<file path="src/rtl/twin_timer_pkg.sv">
// Shared constants and types for the dual-half timer.
// Assumes a 32-bit data bus and word addressing.
package twin_timer_pkg;

    localparam int DATA_W    = 32;
    localparam int EN_W      = 2;
    localparam int GLB_W     = 4;
    localparam int EN_LSB_LO = 6;
    localparam int EN_LSB_HI = 22;

    typedef enum logic [1:0] {
        EN_OFF      = 2'd0,
        EN_ONESHOT  = 2'd1,
        EN_PERIODIC = 2'd2,
        EN_RSVD     = 2'd3
    } en_mode_e;

    typedef enum logic [1:0] {
        TM_GP64    = 2'd0,
        TM_DUAL32  = 2'd1,
        TM_WD64    = 2'd2,
        TM_CHAIN32 = 2'd3
    } tmr_mode_e;

    localparam logic [3:0] WA_ID     = 4'd0;
    localparam logic [3:0] WA_CNT_LO = 4'd4;
    localparam logic [3:0] WA_CNT_HI = 4'd5;
    localparam logic [3:0] WA_PRD_LO = 4'd6;
    localparam logic [3:0] WA_PRD_HI = 4'd7;
    localparam logic [3:0] WA_CTRL   = 4'd8;
    localparam logic [3:0] WA_GLOBAL = 4'd9;
    localparam logic [3:0] WA_WDOG   = 4'd10;

endpackage

</file>
<file path="src/rtl/twin_timer_half.sv">
// One counter half: count register, period register and terminal pulse.
// Assumes run already combines the release bit and the timer mode, and
// that mode is the live enable field held by the register block.
module twin_timer_half
    import twin_timer_pkg::*;
#(
    parameter int CNT_W = 32
) (
    input  logic             clk,
    input  logic             rst_n,
    input  logic             run,
    input  logic [EN_W-1:0]  mode,
    input  logic             cnt_we,
    input  logic             prd_we,
    input  logic [CNT_W-1:0] wdata,
    output logic [CNT_W-1:0] cnt,
    output logic [CNT_W-1:0] prd,
    output logic             tc,
    output logic             oneshot_done
);

    logic stepping;
    logic at_end;

    // A step happens only for a counting code and no software counter write.
    assign stepping     = run && (mode == EN_ONESHOT || mode == EN_PERIODIC) && !cnt_we;
    assign at_end       = stepping && (cnt == prd);
    assign oneshot_done = at_end && (mode == EN_ONESHOT);

    // Counter: software write first, then terminal handling, then increment.
    always_ff @(posedge clk) begin
        if (!rst_n) begin
            cnt <= '0;
        end else if (cnt_we) begin
            cnt <= wdata;
        end else if (at_end) begin
            if (mode == EN_PERIODIC) begin
                cnt <= '0;
            end
        end else if (stepping) begin
            cnt <= cnt + 1'b1;
        end
    end

    // Period register, software written only.
    always_ff @(posedge clk) begin
        if (!rst_n) begin
            prd <= '0;
        end else if (prd_we) begin
            prd <= wdata;
        end
    end

    // Terminal pulse, high for the cycle after the terminal edge.
    always_ff @(posedge clk) begin
        if (!rst_n) begin
            tc <= 1'b0;
        end else begin
            tc <= at_end;
        end
    end

    a_r4_count_up: assert property (@(posedge clk) disable iff (!rst_n)
        (stepping && !at_end) |=> (cnt == $past(cnt) + 1'b1) && !tc);

    a_r4_wrap_zero: assert property (@(posedge clk) disable iff (!rst_n)
        (at_end && mode == EN_PERIODIC) |=> (cnt == '0) && tc);

    a_r5_hold_end: assert property (@(posedge clk) disable iff (!rst_n)
        (at_end && mode == EN_ONESHOT) |=> $stable(cnt) && tc);

    a_r7_frozen: assert property (@(posedge clk) disable iff (!rst_n)
        (!run && !cnt_we) |=> $stable(cnt) && !tc);

    a_r9_sw_write_wins: assert property (@(posedge clk) disable iff (!rst_n)
        cnt_we |=> (cnt == $past(wdata)) && !tc);

endmodule

</file>
<file path="src/rtl/twin_timer_regs.sv">
// Register block: address decode, enable fields, global control and
// read multiplexer. Assumes a one-cycle write strobe and that the halves
// report a one-shot end in the same cycle as their terminal edge.
module twin_timer_regs
    import twin_timer_pkg::*;
#(
    parameter int          CNT_W    = 32,
    parameter int          ADDR_W   = 4,
    parameter logic [31:0] ID_VALUE = 32'h5417_0203
) (
    input  logic                       clk,
    input  logic                       rst_n,
    input  logic                       bus_wr,
    input  logic [ADDR_W-1:0]          bus_addr,
    input  logic [2*EN_W-1:0]          en_wdata,
    input  logic [GLB_W-1:0]           glb_wdata,
    input  logic [1:0]                 oneshot_done,
    input  logic [1:0][CNT_W-1:0]      cnt_i,
    input  logic [1:0][CNT_W-1:0]      prd_i,
    output logic [1:0][EN_W-1:0]       mode_o,
    output logic [1:0]                 run_o,
    output logic [1:0]                 cnt_we_o,
    output logic [1:0]                 prd_we_o,
    output logic [DATA_W-1:0]          bus_rdata
);

    logic             ctrl_we;
    logic             glb_we;
    logic [GLB_W-1:0] glb_q;
    logic             dual_mode;

    // Write strobes decoded from the word address.
    assign ctrl_we     = bus_wr && (bus_addr == ADDR_W'(WA_CTRL));
    assign glb_we      = bus_wr && (bus_addr == ADDR_W'(WA_GLOBAL));
    assign cnt_we_o[0] = bus_wr && (bus_addr == ADDR_W'(WA_CNT_LO));
    assign cnt_we_o[1] = bus_wr && (bus_addr == ADDR_W'(WA_CNT_HI));
    assign prd_we_o[0] = bus_wr && (bus_addr == ADDR_W'(WA_PRD_LO));
    assign prd_we_o[1] = bus_wr && (bus_addr == ADDR_W'(WA_PRD_HI));

    // Global control: release bits and timer mode.
    always_ff @(posedge clk) begin
        if (!rst_n) begin
            glb_q <= '0;
        end else if (glb_we) begin
            glb_q <= glb_wdata;
        end
    end

    assign dual_mode = (glb_q[3:2] == TM_DUAL32);

    for (genvar h = 0; h < 2; h++) begin : g_half
        logic [EN_W-1:0] field_q;

        // Enable field: software write wins over the one-shot clear.
        always_ff @(posedge clk) begin
            if (!rst_n) begin
                field_q <= EN_OFF;
            end else if (ctrl_we) begin
                field_q <= en_wdata[h*EN_W +: EN_W];
            end else if (oneshot_done[h]) begin
                field_q <= EN_OFF;
            end
        end

        assign mode_o[h] = field_q;
        assign run_o[h]  = glb_q[h] && dual_mode;

        a_r5_field_cleared: assert property (@(posedge clk) disable iff (!rst_n)
            (oneshot_done[h] && !ctrl_we) |=> (field_q == EN_OFF));

        a_r10_ctrl_write_kept: assert property (@(posedge clk) disable iff (!rst_n)
            ctrl_we |=> (field_q == $past(en_wdata[h*EN_W +: EN_W])));
    end

    // Read multiplexer; unused bits and addresses return zero.
    always_comb begin
        bus_rdata = '0;
        case (bus_addr)
            ADDR_W'(WA_ID):     bus_rdata = ID_VALUE;
            ADDR_W'(WA_CNT_LO): bus_rdata = DATA_W'(cnt_i[0]);
            ADDR_W'(WA_CNT_HI): bus_rdata = DATA_W'(cnt_i[1]);
            ADDR_W'(WA_PRD_LO): bus_rdata = DATA_W'(prd_i[0]);
            ADDR_W'(WA_PRD_HI): bus_rdata = DATA_W'(prd_i[1]);
            ADDR_W'(WA_CTRL): begin
                bus_rdata[EN_LSB_LO +: EN_W] = mode_o[0];
                bus_rdata[EN_LSB_HI +: EN_W] = mode_o[1];
            end
            ADDR_W'(WA_GLOBAL): bus_rdata[GLB_W-1:0] = glb_q;
            default:            bus_rdata = '0;
        endcase
    end

    a_r7_release_gate: assert property (@(posedge clk) disable iff (!rst_n)
        (glb_we && glb_wdata[1:0] == 2'b00) |=> (run_o == 2'b00));

endmodule

</file>
<file path="src/rtl/twin_half_timer.sv">
// Top of the dual-half timer: one register block and two counter halves.
// Assumes CNT_W does not exceed the 32-bit data bus.
module twin_half_timer
    import twin_timer_pkg::*;
#(
    parameter int          CNT_W    = 32,
    parameter int          ADDR_W   = 4,
    parameter logic [31:0] ID_VALUE = 32'h5417_0203
) (
    input  logic              clk,
    input  logic              rst_n,
    input  logic              bus_wr,
    input  logic [ADDR_W-1:0] bus_addr,
    input  logic [31:0]       bus_wdata,
    output logic [31:0]       bus_rdata,
    output logic [1:0]        tc_pulse
);

    logic [1:0][EN_W-1:0]  mode;
    logic [1:0]            run;
    logic [1:0]            cnt_we;
    logic [1:0]            prd_we;
    logic [1:0]            oneshot_done;
    logic [1:0][CNT_W-1:0] cnt;
    logic [1:0][CNT_W-1:0] prd;

    twin_timer_regs #(
        .CNT_W    (CNT_W),
        .ADDR_W   (ADDR_W),
        .ID_VALUE (ID_VALUE)
    ) regs_i (
        .clk          (clk),
        .rst_n        (rst_n),
        .bus_wr       (bus_wr),
        .bus_addr     (bus_addr),
        .en_wdata     ({bus_wdata[EN_LSB_HI +: EN_W], bus_wdata[EN_LSB_LO +: EN_W]}),
        .glb_wdata    (bus_wdata[GLB_W-1:0]),
        .oneshot_done (oneshot_done),
        .cnt_i        (cnt),
        .prd_i        (prd),
        .mode_o       (mode),
        .run_o        (run),
        .cnt_we_o     (cnt_we),
        .prd_we_o     (prd_we),
        .bus_rdata    (bus_rdata)
    );

    for (genvar h = 0; h < 2; h++) begin : g_ctr
        twin_timer_half #(
            .CNT_W (CNT_W)
        ) half_i (
            .clk          (clk),
            .rst_n        (rst_n),
            .run          (run[h]),
            .mode         (mode[h]),
            .cnt_we       (cnt_we[h]),
            .prd_we       (prd_we[h]),
            .wdata        (bus_wdata[CNT_W-1:0]),
            .cnt          (cnt[h]),
            .prd          (prd[h]),
            .tc           (tc_pulse[h]),
            .oneshot_done (oneshot_done[h])
        );
    end

endmodule

</file>
<file path="config.mk">
export PLATFORM = sky130hd
export DESIGN_NAME = twin_half_timer
export DESIGN_NICKNAME = d
export VERILOG_FILES = /design/src/rtl/twin_timer_pkg.sv /design/src/rtl/twin_timer_half.sv /design/src/rtl/twin_timer_regs.sv /design/src/rtl/twin_half_timer.sv
export SDC_FILE = /design/constraint.sdc
export NUM_CORES = 1
export LEC_CHECK = 0
export ABC_AREA = 1
export BUFFER_PORTS_ARGS = -buffer_cell sky130_fd_sc_hd__buf_2
export CAP_MARGIN = 20
export CORE_ASPECT_RATIO = 1.4
export CORE_UTILIZATION = 66
export DETAILED_ROUTE_END_ITERATION = 6
export PLACE_DENSITY = 0.86
export SKIP_CTS_REPAIR_TIMING = 1
export SYNTH_ARGS = -nofsm -noshare
export SYNTH_HDL_FRONTEND = slang
export SYNTH_SLANG_ARGS = --single-unit
export TNS_END_PERCENT = 5
</file>
<file path="constraint.sdc">
create_clock -name clk -period 3.4 [get_ports clk]
set_input_delay 0.34 -clock clk [delete_from_list [all_inputs] [get_ports clk]]
set_output_delay 0.34 -clock clk [all_outputs]
set_load 0.05 [all_outputs]
</file>
==> results of run 1 <==
[worst max-delay path, stage by stage (launching register included)]
cell and delay [ns]:
sky130_fd_sc_hd__dfxtp_1 0.35, sky130_fd_sc_hd__inv_1 0.07, sky130_fd_sc_hd__ha_1 0.29, sky130_fd_sc_hd__nor2_1 0.10, sky130_fd_sc_hd__nand2_1 0.12, sky130_fd_sc_hd__nor2_1 0.14, sky130_fd_sc_hd__nand3_1 0.09, sky130_fd_sc_hd__nor2_2 0.21
sky130_fd_sc_hd__nand3_2 0.61, sky130_fd_sc_hd__nand3b_1 0.31, sky130_fd_sc_hd__nand2_1 0.07, sky130_fd_sc_hd__nor2_1 0.08, sky130_fd_sc_hd__nor2_1 0.06
[sequential cells by signal (all words and copies together) (netlist names)]
register and count:
regs_i.glb_q 4, g_ctr.half_i.cnt 64, g_ctr.half_i.tc 2, g_ctr.half_i.prd 64
regs_i.g_half.field_q 4
[layout by cell type, fill, tap and decap left out, types with 2 or more instances in the layout]
cell type and n:
sky130_fd_sc_hd__o22ai_1 21, sky130_fd_sc_hd__nor2b_1 2, sky130_fd_sc_hd__nand2_4 4, sky130_fd_sc_hd__a31oi_1 2, sky130_fd_sc_hd__o21ai_0 62, sky130_fd_sc_hd__clkinv_2 2
sky130_fd_sc_hd__clkinv_1 2, sky130_fd_sc_hd__nand2_1 415, sky130_fd_sc_hd__nor3_1 30, sky130_fd_sc_hd__nand3_1 122, sky130_fd_sc_hd__buf_4 16, sky130_fd_sc_hd__nor2_4 4
sky130_fd_sc_hd__clkbuf_16 17, sky130_fd_sc_hd__clkbuf_8 4, sky130_fd_sc_hd__xnor2_1 29, sky130_fd_sc_hd__a221o_1 4, sky130_fd_sc_hd__nor2_1 207, sky130_fd_sc_hd__nand3b_1 4
sky130_fd_sc_hd__ha_1 6, sky130_fd_sc_hd__o221ai_1 13, sky130_fd_sc_hd__nor2_2 12, sky130_fd_sc_hd__clkbuf_1 4, sky130_fd_sc_hd__nand4_1 25, sky130_fd_sc_hd__nor3b_1 4
sky130_fd_sc_hd__xor2_1 59, sky130_fd_sc_hd__dfxtp_1 138, sky130_fd_sc_hd__buf_2 72, sky130_fd_sc_hd__nand3_2 3, sky130_fd_sc_hd__inv_2 10, sky130_fd_sc_hd__a221oi_1 9
sky130_fd_sc_hd__nand2_2 2, sky130_fd_sc_hd__nor4_1 3, sky130_fd_sc_hd__a21oi_1 116, sky130_fd_sc_hd__o21ai_1 2, sky130_fd_sc_hd__a22oi_1 2, sky130_fd_sc_hd__inv_1 137
[power by group]
group          switching, uW  leakage [uW]  total, uW  internal, uW
Combinational            294       0.00326        412           119
Clock                    687      0.000265       1750          1060
Sequential              32.7       0.00112       1680          1650
[metrics by stage]
step	hold slack, ns	util, %	power (uW)
2_1_floorplan	0.4445	-	1969
3_3_place_gp	0.4571	70.41	2102
3_5_place_dp	0.4712	70.41	2107
4_1_cts	0.2294	74.24	3812
5_1_grt	0.2444	74.24	3924
6_report	0.2318	74.24	3842
[final timing paths]
check,startpoint,endpoint,slack [ns],cells past startpoint
worst max-delay path,regs_i.g_half[0].field_q[0],g_ctr[0].half_i.cnt[24],0.78,12
worst min-delay path,bus_wdata[27],g_ctr[1].half_i.prd[27],0.23,3
worst max register to register,regs_i.g_half[0].field_q[0],g_ctr[0].half_i.cnt[24],0.78,12
worst min register to register,g_ctr[1].half_i.prd[15],g_ctr[1].half_i.prd[15],0.48,2
[kinds of logic (layout without fill, tap and decap cells)]
logic type / Yosys count / in the layout / share of synthesized area, %
flip-flops: 138 / 138 / 29.03
buffers and inverters: 227 / 265 / 9.954
adder cells (fa/ha/maj): 6 / 6 / 0.7889
AND/OR/NAND/NOR: 843 / 843 / 38.12
AO/OA/AOI/OAI: 236 / 236 / 14.00
XOR/XNOR: 88 / 88 / 8.100
[per-layer routing]
metal  wire length (um)  up-vias  GRT usage (%)
met5                  0        -              0
met4               1831        0          25.87
met3               3734      126          6.283
met2              15450      715          72.88
met1              12360     4724          57.58
li1                   -     5037              -
[layout make-up]
cell class | count | area (sq um) | share of cell area, %
Clock inverter | 3 | 40.04 | 0.3859
Tap cell | 185 | 231.5 | 2.231
Timing Repair Buffer | 88 | 480.5 | 4.631
Multi-Input combinational cell | 1173 | 5806 | 55.96
Inverter | 149 | 559.3 | 5.391
Clock buffer | 25 | 495.5 | 4.776
Sequential cell | 138 | 2763 | 26.63
==> results.md, run 1 <==
- The post-synthesis area per instance is approximately 6.2 sq um.
- The routed via count divided by cell count is 6.020.
- For the final database, setup skew stands at 0.009946 ns.
- The most instantiated library cell after synthesis is sky130_fd_sc_hd__nand2_1.
- By area the synthesized netlist is led by sky130_fd_sc_hd__dfxtp_1 29%, sky130_fd_sc_hd__nand2_1 16%, sky130_fd_sc_hd__nor2_1 8.2%.
- The largest net degree at the start of global routing is between 80 and 90.
- The flow ran to the end, and the final reports show no timing, DRC or antenna violations.
- The relative slew slack is between 30% and 40%.
- The transition time at the pin with the least slew margin is 0.9868 ns.
- For this design the ratio of total power to cell area is 370.3 nW/um^2.
- The buffer type at the clock tree root is sky130_fd_sc_hd__clkbuf_16.
- The register area share after synthesis is 29.03%.
- The detailed-route wire length is 33370 um.
- After detailed routing, the number of remaining DRC violations is 0.
- The standard cell core area is 13970 sq um.
- TritonCTS built the clock tree.
- The filler cell count is 1207.
- The global route total overflow is 0.
- The net count after synthesis is 1583.
- The post-placement setup slack is between 0.8 and 0.9 ns.
- The count of distinct cell types in the synthesized netlist is 47.
- The data arrival at the endpoint of the critical path is 2.95 ns.
- The number of maximum-capacitance constraint violations is 0.
- The static leakage power is 0.004636 uW.
- The time the final worst path needs with I/O delays and setup is ~2.6 ns.
- In this run the worst path has a maximum fanout of 32.
- The via count of the routed design is 10600.
- The count of pins over their slew limit is 0.
- For this run, the leading register cell type out of synthesis is sky130_fd_sc_hd__dfxtp_1.
- The number of clock buffers inserted by TritonCTS is 17.
- The H-tree level count is 4.
- The detail-routed net length per standard cell is 18.95 um.
- The detailed placer's ending HPWL is 24490 um.
- The final total negative setup slack is 0 ns.
- Before antenna repair, the detailed router went through 6 iterations.
- Of the available clock period, the critical path in the final layout requires 77.06%.
- Global routing used 45.37% of the available tracks across all layers.
- Setup violations remaining at the end of the flow were counted as 0.
- The top-level port count is between 70 and 80.
- The sort of element at the start of the critical path is a flop.
- The number of instances in the synthesized netlist is 1538.
- The finished layout holds 1761 standard cells, fillers aside.
- For this run, the top clock speed supported by timing is 0.3817 GHz.
- The number of flops mapped to enable cells by yosys is 0.
- In this run the tool buffered the top-level ports with 72 buffer cells.
- The commonest cells after synthesis are 415 x sky130_fd_sc_hd__nand2_1, 207 x sky130_fd_sc_hd__nor2_1, 138 x sky130_fd_sc_hd__dfxtp_1.
- The async set-or-reset flop fraction in the synthesized netlist is 0%.
- From bottom edge to top edge, the die measures 144.1 um.
- Once layout is done, the placed cells without fillers occupy 10380 sq um.
- During synthesis, Yosys emitted a total of 0 warnings.
- The detailed router finished its first iteration with 1320 violations.
- The proportion of netlist area held by the largest area contributor is 29.03%.
- The flip-flop and latch count after synthesis is 138.
- The full die area is 14910 sq um.
- In this run the deepest clock path goes through 2 buffers.
- The worst hold path belongs to the class in -> reg.
- Setup repair after global routing left no endpoint under its margin.
- The proportion of layout cells with a drive suffix above 1 is between 9 and 10%.
- The post-synthesis instance area is 9515 sq um.
- The floorplan row count is 51.
- Clock-pin slew was measured on the worst setup and hold paths at 0.06 ns.
- Compared with the post-synthesis result, the final layout area differs by 9.034%.
- The routability congestion estimate is 1.055.
- The via count of the first global-routing pass is 9400.
- The effective utilization at floorplan is 68.09%.
- The worst ir drop on vdd is roughly 220 uV.
- Clock tree synthesis found a total of about 140 sinks.
- The largest total area in the synthesized netlist belongs to sky130_fd_sc_hd__dfxtp_1.
- By startpoint and endpoint, the worst setup path is classified as reg -> reg.
- The worst-skew pair later-pin latency is 0.44 ns.
- The first global-routing pass estimated 50120 um of wire.
- The horizontal die dimension is 103.5 um.
- The number of hold violations in the final report came to 0.
- The worst setup path is captured at a flop.
- The final net count is 1612.
- The final antenna diode count is 0.
- The smallest setup slack after layout is 0.7800 ns.
- After detailed placement, the total cell area comes to 9839 sq um.
- The worst path required time is ~3.7 ns.
- The number of placed instances, taps included, is 1733.
- The count of nets left with antenna violations once routing finished came out at 0.
- The number of antenna violations at the first check in global routing came to 0.
Note: power is estimated with default switching activity, not from simulation.
==> run 2: changes to the inputs <==
CORE_UTILIZATION = 61   (was 66)
PLACE_DENSITY = 0.81   (was 0.86)
clock period = 2.59 ns   (was 3.4 ns; I/O delays follow)
==> run 2 against run 1 <==
Effect of this change:
- largest cell class unchanged
- critical endpoint is now g_ctr[1].half_i.cnt[30]
- combinational power is 35% higher
- clock power rose by 36%
- setup slack worse by 0.52 ns
- routed wire length grew 4.0%
==> results.md, run 2 (synthesis gave the netlist of run 1 again) <==
- The maximum operating frequency is about 0.43 GHz.
- The sort of element at the start of the critical path is a flop.
- The wire length of the first global-routing pass is 52850 um.
- The number of antenna diodes in the final layout is 0.
- The flow ran to the end, and the final reports show no timing, DRC or antenna violations.
- The via count of the routed design is around 11000.
- The routability congestion estimate is 1.005.
- The clock-pin transition on the worst setup and hold timing paths is 0.06 ns.
- The critical path is of the reg -> reg type.
- The worst-case IR drop observed on VDD is 412.6 uV.
- The H-tree level count is 4.
- The area growth from synthesis to layout is 10.72%.
- The final-report setup violation count is 0.
- The worst pin sits at a relative slew slack of 34.25%.
- The top-level port count is 73.
- The worst setup path is captured at a flop.
- The initialized floorplan defines 53 standard-cell rows.
- Global routing finished with a remaining overflow of 0.
- The region available for standard cell placement spans 15120 sq um.
- The summed area of non-filler cells in the final layout is 10540 sq um.
- The final net count is 1622.
- The routed design could run at a clock period as short as 2.327 ns.
- Summing all multi-input logic gate instances after layout gives 5806 sq um.
- The detailed placer's ending HPWL is 25970 um.
- The horizontal die dimension is around 110 um.
- Entering global routing, the biggest net connects a little under 90 pins.
- The final total negative setup slack is 0 ns.
- For this block, the initial DRC count from the detailed router was 1365.
- Data arrives at the worst endpoint at 2.66 ns.
- Dividing total power by cell area gives a power density of 487.9 nW/um^2.
- The number of antenna violations at the first check in global routing is 0.
- The count of pins over their slew limit is 0.
- The transition time at the pin with the least slew margin is about 1 ns.
- The number of maximum-capacitance constraint violations is 0.
- The worst path required time is 2.92 ns.
- At the later pin of the worst-skew pair, clock insertion delay measures 0.44 ns.
- The static leakage power is 0.004714 uW.
- TritonCTS built the clock tree.
- After detailed routing, the average wire length per cell comes to 19.47 um.
- The clock tree skew after final layout is 0.01027 ns.
- After layout, the worst path uses approximately nine tenths of the clock period.
- The proportion of layout cells with a drive suffix above 1 is 10.69%.
- CTS saw 138 sinks.
- The pre-antenna-repair detailed-routing pass consisted of 7 iterations.
- Setup repair after global routing left no endpoint under its margin.
- For this block, the routed nets add up to 34690 um of wire.
- Leaving out fill and tap cells, the most frequent cells in the layout are 415 x sky130_fd_sc_hd__nand2_1, 207 x sky130_fd_sc_hd__nor2_1, 138 x sky130_fd_sc_hd__dfxtp_1.
- The placed standard-cell area is 9973 sq um.
- The sequential standard cell area is 2763 sq um.
- The library cell used most frequently in the layout, excluding fill and tap cells, is sky130_fd_sc_hd__nand2_1.
- In this run the worst path has a maximum fanout of 28.
- The die is 149.8 um tall.
- The design draws 5140 uW.
- The global routing usage summed across all routing layers is 43.80%.
- The worst hold path belongs to the class in -> reg.
- In this run the remaining antenna-violating nets after routing total 0.
- The number of hold violations in the final report is 0.
- In this run the tool buffered the top-level ports with 72 buffer cells.
- The cell sitting at the root of the clock tree is a sky130_fd_sc_hd__clkbuf_16.
- In the final layout, the registers with the most flip-flops are g_ctr.half_i.cnt x64, g_ctr.half_i.prd x64.
- The effective utilization at floorplan is 62.93%.
- The routed via count divided by cell count is 5.998.
- The filler cell count is 1390.
- In the routed design, unresolved DRC markers number 0.
- The maximum clock insertion buffer count is 2.
- The full die area is 16110 sq um.
- The via count of the first global-routing pass is 9616.
- The number of clock buffers inserted by TritonCTS is 17.
## run 2: cell types whose count changed in the layout (fill, tap and decap cells not counted), sizes merged
cell      delta
clkinv       +7
inv          +2
clkinvlp     +2
clkbuf       -7
buf         +10
## run 2: cell type report
class,count,area share [%]
clock inverter,14,1.164
timing repair buffer,98,5.748
sequential,138,26.22
tap,192,2.280
inverter,149,5.309
clock buffer,18,4.169
multi-input combinational,1173,55.11
## run 2: where the power goes
part           internal, uW  switching (uW)  total [uW]
clock network          1350            1040        2380
logic                   162             393         555
registers              2160            41.8        2200
## run 2: metal layers
| layer | routed length [um] | global-route usage, % | vias to the layer above |
|---|---|---|---|
| met5 | 0 | 0 | - |
| met4 | 2093 | 26.99 | 0 |
| met3 | 3088 | 5.401 | 133 |
| met2 | 16140 | 69.55 | 641 |
| met1 | 13370 | 56.17 | 4858 |
| li1 | - | - | 5056 |
## run 2: worst paths after layout
path	cells past startpoint	slack [ns]	startpoint	to
setup / recovery	12	0.26	regs_i.g_half[1].field_q[0]	g_ctr[1].half_i.cnt[30]
hold / removal	3	0.15	bus_wdata[27]	g_ctr[1].half_i.prd[27]
setup reg to reg	12	0.26	regs_i.g_half[1].field_q[0]	g_ctr[1].half_i.cnt[30]
hold reg to reg	2	0.48	g_ctr[0].half_i.prd[11]	g_ctr[0].half_i.prd[11]
## run 2: stage by stage
stage	hold slack (ns)	setup WS, ns	std cells	utilization (%)
after detailed placement	0.4683	0.2923	1750	65.96
final	0.1486	0.2628	1782	69.68
after global placement	0.4597	0.3518	1750	65.96
after CTS	0.1357	0.2982	1782	69.68
after global routing	0.1662	0.07883	1782	69.68
after floorplan	0.4073	0.3614	1538	-
## run 2: critical path, cell delays in order, from the launching register on
cell and delay [ns]:
sky130_fd_sc_hd__dfxtp_1 0.36, sky130_fd_sc_hd__inv_1 0.09, sky130_fd_sc_hd__ha_1 0.29, sky130_fd_sc_hd__nor2_1 0.10, sky130_fd_sc_hd__nand2_1 0.13, sky130_fd_sc_hd__nor2_1 0.14, sky130_fd_sc_hd__nand3_1 0.11, sky130_fd_sc_hd__nor2_2 0.20
sky130_fd_sc_hd__nand3_2 0.21, sky130_fd_sc_hd__nand2_4 0.32, sky130_fd_sc_hd__nor2_1 0.08, sky130_fd_sc_hd__nor2_1 0.13, sky130_fd_sc_hd__nor2_1 0.06
==> run 3: changes to the inputs <==
clock period = 2.2 ns   (was 2.59 ns; I/O delays follow)
==> run 3 against run 2 <==
Effect of this change:
- routed wire length shrank 0.20%
- clock power grew 18%
- critical path type unchanged
- register-to-register slack lost 0.20 ns
- the run now ends with DRC left
- utilization grew 2.1 points
==> results.md, run 3 (synthesis gave the netlist of run 1 again) <==
- The flow ran to the end, but the final reports show violations.
- The final reports fail on DRC.
- The final total negative setup slack is 0 ns.
- The routed via count divided by cell count is 6.009.
- The number of input and output port buffers inserted is 72.
- The maximum operating frequency is 0.4674 GHz.
- The number of cells on the worst hold path is 3.
- The worst path required time is 2.52 ns.
- For this design the static power due to leakage is slightly below 0.005 uW.
- The via count of the routed design is 10880.
- Buffers inserted during clock tree synthesis total 17.
- The DRC violation count after routing is 4.
- The largest registers in the layout are g_ctr.half_i.cnt x64, g_ctr.half_i.prd x64.
- The later pin in the worst-skew pair is clocked with a latency of 0.43 ns.
- The power density over the cells is 558.7 nW/um^2.
- The cell class contributing the biggest share of worst-path delay is simple AND/OR/NAND/NOR gates.
- In this run the deepest clock path goes through 2 buffers.
- STA classifies the critical path startpoint as a flop.
- The number of hold violations in the final report was 0.
- The pre-antenna-repair detailed-routing pass consisted of 7 iterations.
- The worst-case IR drop observed on VDD is 537.0 uV.
- The final worst-path cycle share is between 90% and 100%.
- Headroom to the max-slew limit came out at 58.08%.
- The data arrival at the endpoint of the critical path is 2.46 ns.
- The congestion estimate from routability-driven global placement came to between 1 and 1.5.
- The top cell types in the final layout, fill and taps aside, are 415 x sky130_fd_sc_hd__nand2_1, 205 x sky130_fd_sc_hd__nor2_1, 137 x sky130_fd_sc_hd__inv_1.
- The detail-routed net length per standard cell is 19.12 um.
- The region available for standard cell placement spans 15120 sq um.
- The detailed-route wire length is 34620 um.
- The longest individual stage delay on the worst path is roughly 0.34 ns.
- On the critical path, the stage with the largest delay is an instance of sky130_fd_sc_hd__dfxtp_2.
- The horizontal die dimension is 107.6 um.
- The number of maximum-capacitance constraint violations is 0.
- The area growth from synthesis to layout is 14.12%.
- Global routing used 43.21% of the available tracks.
- The critical path contains buffers and inverters numbering 3 combined.
- The wire-length estimate of the detail-placed layout is 25660 um.
- Walking the worst path, the cells encountered are inv_1 > ha_1 > nor2_1 > nand2_1 > nor2_1 > nand3_1 > nor2_4 > nand4_4 > nand2_8 > buf_12 > inv_4 > nand2_1 > a21oi_1.
- The time the final worst path needs with I/O delays and setup is 2.139 ns.
- Leaving out fill and tap cells, the most frequent cell in the layout is sky130_fd_sc_hd__nand2_1.
- The full die area is 16110 sq um.
- For this configuration, the core starts out at a cell density of between 60% and 70%.
- The final total power is about 6000 uW.
- The number of clock sinks seen by CTS is 138.
- The min-delay analysis places its worst path in the category in -> reg.
- The wire length of the first global-routing pass is approximately 52000 um.
- For the pin with the worst max-slew slack, the measured transition is 0.6288 ns.
- The count of pins over their slew limit is 0.
- The kind of capture point of the worst setup path is a flop.
- Counting buffers and inverters, the worst setup path is 13 cells deep.
- The number of violations reported at the end of detailed-routing iteration 0 is 1324.
- The number of antenna violations at the first check in global routing is 0.
- The buffer type at the clock tree root is sky130_fd_sc_hd__clkbuf_16.
- The repair_antennas step left the layout with diodes totalling 0.
- Counting cells, the worst reg-to-reg path comes to 13.
- The largest net degree at the start of global routing is 55.
- The maximum fanout encountered on the critical timing path is 20.
- The final-report setup violation count is 0.
- The final net count is 1651.
- The clock-pin transition on the worst setup and hold timing paths is 0.06 ns.
- The top-level port count is 73.
- The count of nets left with antenna violations once routing finished came out at 0.
- Summed over all layers, the global routing overflow is 0.
- The floorplan row count is 53.
- Between clock sinks in the finished design, the worst skew comes to 0.007016 ns.
- The die height is 149.8 um.
- The post-route netlist has between 10% and 20% of its cells at a drive strength greater than 1.
- In this run the number of H-tree levels came out at 4.
- The setup check on the worst reg-to-reg path leaves a slack of 0.06 ns.
- The clock tree from TritonCTS is built.
- The via count of the first global-routing pass was around 10000.
- Fill cells in the final layout number 1366.
- The setup path with the least slack is of type reg -> reg.
[run 3: per-layer routing]
metal	vias to the layer above	share of wire [%]	track usage [%]
li1	5128	-	-
met1	4915	37	53.34
met2	681	46	69.90
met3	159	9.8	6.794
met4	0	6.9	26.92
met5	-	0	0
[run 3: final timing paths]
check / start / endpoint
worst max-delay path: regs_i.g_half[0].field_q[0] / g_ctr[0].half_i.cnt[1]
worst min-delay path: bus_wdata[25] / g_ctr[1].half_i.prd[25]
worst max register to register: regs_i.g_half[0].field_q[0] / g_ctr[0].half_i.cnt[1]
worst min register to register: g_ctr[0].half_i.prd[11] / g_ctr[0].half_i.prd[11]
[run 3: stage by stage]
| step | utilization, % | setup slack (ns) | cell area [sq um] | hold WS (ns) | cells |
|---|---|---|---|---|---|
| global placement | 67.06 | 0.1327 | 10140 | 0.4594 | 1772 |
| detailed placement | 67.06 | 0.04891 | 10140 | 0.4678 | 1772 |
| CTS | 70.81 | 0.01402 | 10710 | 0.1088 | 1804 |
| finish | 71.82 | 0.06069 | 10860 | 0.1218 | 1811 |
| floorplan | - | 0.04935 | 9515 | 0.3683 | 1538 |
| global route | 71.82 | -0.02208 | 10860 | 0.1184 | 1811 |
[run 3: area by class of cell]
| cell class | count | area, sq um | area share, % |
|---|---|---|---|
| Clock buffer | 22 | 474.2 | 4.367 |
| Clock inverter | 10 | 93.84 | 0.8642 |
| Inverter | 149 | 561.8 | 5.173 |
| Multi-Input combinational cell | 1174 | 5872 | 54.07 |
| Sequential cell | 138 | 2768 | 25.49 |
| Tap cell | 192 | 240.2 | 2.212 |
| Timing Repair Buffer | 126 | 849.6 | 7.823 |
[run 3: worst reg2reg max path: cells and delay by family (launching register included)]
| family | cells | cell delay, ns |
|---|---|---|
| AOI/OAI and AO/OA | 1 | 0.06 |
| adders and majority gates | 1 | 0.30 |
| buffers and inverters | 3 | 0.27 |
| DFF | 1 | 0.34 |
| and+or+nand+nor | 8 | 1.06 |
[run 3: where the power goes]
part / switching [uW] / internal [uW]
Combinational: 469 / 201
Sequential: 48.9 / 2540
Clock: 1160 / 1640
Total: 1680 / 4390
